**src/rtl/acc_core.sv**
```systemverilog
module acc_core #(
  parameter int DW = 16,
  parameter int AW = 12
) (
  input  logic          clk,
  input  logic          rst_n,
  output logic [AW-1:0] mem_addr,
  output logic [DW-1:0] mem_wdata,
  output logic          mem_we,
  input  logic [DW-1:0] mem_rdata,
  input  logic [DW-1:0] in_data,
  output logic [AW-1:0] in_port,
  output logic          in_strobe,
  output logic [DW-1:0] out_data,
  output logic [AW-1:0] out_port,
  output logic          out_strobe,
  output logic          halted
);
  localparam int IW = AW + 4;

  typedef enum logic [2:0] {S_FETCH, S_DECODE, S_EXEC, S_MEM, S_HALT} state_t;

  state_t        state;
  logic [AW-1:0] pc;
  logic [DW-1:0] acc;
  logic [IW-1:0] ir;
  logic          f_gt, f_eq, f_lt;

  logic [3:0]    op;
  logic [AW-1:0] opnd;
  logic          in_exec;

  assign op      = ir[IW-1:AW];
  assign opnd    = ir[AW-1:0];
  assign in_exec = (state == S_EXEC);

  assign mem_addr   = (state == S_FETCH || state == S_DECODE) ? pc : opnd;
  assign mem_wdata  = acc;
  assign mem_we     = in_exec && op == 4'h2;
  assign in_port    = opnd;
  assign in_strobe  = in_exec && op == 4'h5;
  assign out_data   = acc;
  assign out_port   = opnd;
  assign out_strobe = in_exec && op == 4'h6;
  assign halted     = (state == S_HALT);

  always_ff @(posedge clk) begin
    if (!rst_n) begin
      state <= S_FETCH;
      pc    <= '0;
      acc   <= '0;
      ir    <= '0;
      f_gt  <= 1'b0;
      f_eq  <= 1'b0;
      f_lt  <= 1'b0;
    end else begin
      case (state)
        S_FETCH: state <= S_DECODE;
        S_DECODE: begin
          ir    <= mem_rdata[IW-1:0];
          pc    <= pc + 1'b1;
          state <= S_EXEC;
        end
        S_EXEC: begin
          state <= S_FETCH;
          case (op)
            4'h1, 4'h3, 4'h4, 4'hA: state <= S_MEM;
            4'h5: acc <= in_data;
            4'h7: pc <= opnd;
            4'h8: if (acc[DW-1]) pc <= opnd;
            4'h9: state <= S_HALT;
            4'hB: if (f_gt) pc <= opnd;
            4'hC: if (f_eq) pc <= opnd;
            4'hD: if (f_lt) pc <= opnd;
            default: ;
          endcase
        end
        S_MEM: begin
          state <= S_FETCH;
          case (op)
            4'h1: acc <= mem_rdata;
            4'h3: acc <= acc + mem_rdata;
            4'h4: acc <= acc - mem_rdata;
            default: begin
              f_gt <= $signed(acc) >  $signed(mem_rdata);
              f_eq <= acc == mem_rdata;
              f_lt <= $signed(acc) <  $signed(mem_rdata);
            end
          endcase
        end
        default: state <= S_HALT;
      endcase
    end
  end
endmodule

```
**config.mk**
```make
export PLATFORM = sky130hd
export DESIGN_NAME = acc_core
export DESIGN_NICKNAME = d
export VERILOG_FILES = /design/src/rtl/acc_core.sv
export SDC_FILE = /design/constraint.sdc
export NUM_CORES = 1
export LEC_CHECK = 0
export BUFFER_PORTS_ARGS = -buffer_cell sky130_fd_sc_hd__buf_4
export CORE_UTILIZATION = 30
export CTS_CLUSTER_DIAMETER = 30
export DETAILED_ROUTE_END_ITERATION = 10
export PLACE_DENSITY = 0.57
export SLEW_MARGIN = 20
export SYNTH_ARGS = -nofsm -noshare
export SYNTH_HDL_FRONTEND = slang
export SYNTH_SLANG_ARGS = --single-unit
```
**constraint.sdc**
```tcl
create_clock -name clk -period 6.98 [get_ports clk]
set_input_delay 1.396 -clock clk [delete_from_list [all_inputs] [get_ports clk]]
set_output_delay 1.396 -clock clk [all_outputs]
set_load 0.005 [all_outputs]
```
==> run summary <==
Nets - 739
Max IR drop VDD - 0.0988 mV
Hold wc startpoint - f_eq
Routed WL per cell - 17.4 um
Port bufs - 105
Vias in the first global route - 4403
DR iter-0 viols - 274
Final worst path period share - 49.4%
Setup tns final - 0 ns
TritonCTS Buffers - 5
DR DRC count - 0
Detail Placement HPWL - 11300 um
Hold Path Class - flip-flop to flip-flop
Post-placement cell area - 5230 sq um
Drt via density - 5.54
Synthesized flop and latch total - 50
Hold depth - 2
Synth Warn # - 0
Most instantiated library cell after synthesis - nand2_1
Number of diodes - 0
Worst path top cell family by delay - simple AND/OR/NAND/NOR gates
Global-route wire length before repair - 23400 um
Share of the synthesized area in the top cell type - 21.4%
CTS max path bufs - 2
Post-synth EDFFs - 0
Hold Path Sink - f_eq
Non-Filler Instances - 859
Post-Synthesis Cells - 632
Skew final - 0.00584 ns
Post-Syn Area per Cell - 7.42 sq um
Setup Crit Path Kind - flip-flop to output pin
Die Footprint - 16100 sq um
Worst Path Arrival - 2.05 ns
Slew HR - 30.0%
Max frequency - 290 MHz
Worst EP required - 5.58 ns
Crit Reg-Reg Endpoint - mem_wdata[15]
Post-Syn Area - 4690 sq um
Clock Latency Late Sink - 0.31 ns
Critical path, cell by cell - nor2b_1 > nand2b_1 > nor4_1 > buf_4
Io pins - 106
Final WL - 15000 um
Share of post-route cells with drive strength above 1 - 22.4%
Synth cell count leaders - 84 x nand2_1, 70 x a21oi_1, 50 x dfxtp_1, 50 x nor2_1, 40 x buf_4
Cts repair resizes - 0
Syn-to-layout area delta - 15.4%
Pleak - 2.31 nW
Multi-input logic area - 3070 sq um
Die height - 127 um
Worst-margin pin slew - 1.05 ns
CP max FO - 18
Detailed Routing Iterations Pass 1 - 5
Reg area - 1000 sq um
Cell taking the most area after synthesis - dfxtp_1
Die W - 127 um
Final Max Slew Viols - 0
Critical Path Sink Type - output pin
R2R setup slack - 4.23 ns
GP Congestion - 0.918
RSZ-0062 raised after global routing - no
Initial Utilization - 30.8%
Final ANT Viol Nets - 0
CP peak stage delay - 0.46 ns
Cell Count Post-Placement - 851
Net Count, Synth - 701
Register area share after synthesis - 21.4%
Setup bufs post-CTS - 0
Ys flop type - dfxtp_1
CTS root buf - clkbuf_16
Row count - 45
Number of buffers and inverters on the critical path - 1
Status - finished, final reports clean
Antenna violations before repair - 0
CTS Hold Bufs - 0
Slowest CP cell - nand2b_1
GRT overflow - 0
MaxCap Viol Count - 0
Final Util - 35.6%
Gr usage total - 18.5%
Clk slew on worst S/H paths - 0.07 ns
Final hold viol count - 0
CTS tree - built
FF-to-FF path depth - 7
DR vias - 4758
Ys async rst share - 0%
PwrDens - 147 nW/um^2
Worst Setup Start Kind - flip-flop
CTS Sinks - 50
Core Area - 15200 sq um
Reg-to-Reg Start - ir[14]
Final Setup Violations - 0
Distinct cells, synth - 76
Largest net degree at the start of global routing - 32
Final Instance Area - 5410 sq um
Hold slack final - 0.457 ns
Fillcell total - 1647
Main area contributors after synthesis - dfxtp_1 21%, ha_1 8.8%, a21oi_1 7.5%, nand2_1 6.7%, buf_4 6.4%
H-tree depth - 2
Clock period minus worst slack - 3.45 ns
==> cell usage in the layout, fill, tap and decap left out, drive strengths merged, types with 6 or more instances in the layout <==
| master | netlist | layout |
|---|---|---|
| buf | 51 | 107 |
| nand2 | 84 | 84 |
| a21oi | 72 | 72 |
| nor2 | 51 | 51 |
| dfxtp | 50 | 50 |
| inv | 33 | 34 |
| ha | 33 | 33 |
| o21ai | 30 | 30 |
| nor3 | 17 | 17 |
| mux2 | 13 | 13 |
| nand3 | 13 | 13 |
| nor2b | 12 | 12 |
| xnor2 | 10 | 10 |
| a31oi | 9 | 9 |
| o31ai | 8 | 8 |
| o211ai | 8 | 8 |
| nand2b | 7 | 7 |
| and2 | 7 | 7 |
| a221oi | 6 | 6 |
| o21bai | 6 | 6 |
| clkbuf | 25 | 6 |
| o221a | 6 | 6 |
==> cell families (layout without fill, tap and decap cells) <==
group	count (synthesis)	count (layout)	synth area share [%]
AOI/OAI and AO/OA	196	196	28.6
xor gates and xnor gates	12	12	2.24
adders and majority gates	35	35	9.66
buffers and inverters	109	148	13.3
DFF	50	50	21.4
muxes	14	14	3.34
and+or+nand+nor	216	216	21.5
==> power by group <==
| part | internal, mW | switching [mW] |
|---|---|---|
| Combinational | 0.0725 | 0.102 |
| Clock | 0.181 | 0.124 |
| Sequential | 0.297 | 0.0210 |
| Total | 0.550 | 0.247 |
==> area by class of cell <==
class	instances	share of cell area (%)
inverters	33	2.29
flip-flops and latches	50	18.5
clock buffers	6	2.57
repair buffers	107	14.8
multi-input cells	473	56.7
clock inverters	2	0.717
well taps	188	4.35
==> per-layer routing <==
metal	vias up	GRT usage (%)	wire length, um
li1	2303	-	-
met1	2264	25.2	7130
met2	173	30.0	6770
met3	18	3.06	853
met4	0	5.60	228
met5	-	0	0
==> worst register-to-register path: cells and delay by family, from the launching register on <==
| kind | cells | cell delay (ns) |
|---|---|---|
| AO/OA/AOI/OAI | 3 | 0.74 |
| AND/OR/NAND/NOR | 4 | 1.35 |
| flip-flops | 1 | 0.59 |
==> sequential cells by signal, indices dropped and copies added, names as in the netlist <==
register   flops
f_eq           1
f_gt           1
f_lt           1
ir            16
mem_wdata     16
pc            12
state          3
==> worst max path at each step <==
| stage | start | to | depth (start not counted) |
|---|---|---|---|
| final | state[1] | mem_we | 4 |
| after global routing | state[1] | mem_we | 4 |
| after CTS | state[1] | mem_we | 4 |
| after detailed placement | mem_rdata[0] | mem_wdata[14] | 11 |
| after global placement | mem_rdata[0] | mem_wdata[12] | 11 |
| after floorplan | mem_rdata[0] | mem_wdata[14] | 10 |
==> metrics by stage <==
stage,total power [mW],setup slack (ns)
after floorplan,0.441,3.68
after global placement,0.495,3.36
after detailed placement,0.498,3.27
after CTS,0.804,3.51
after global routing,0.836,3.38
final,0.797,3.53
Note: power is estimated with default switching activity, not from simulation.
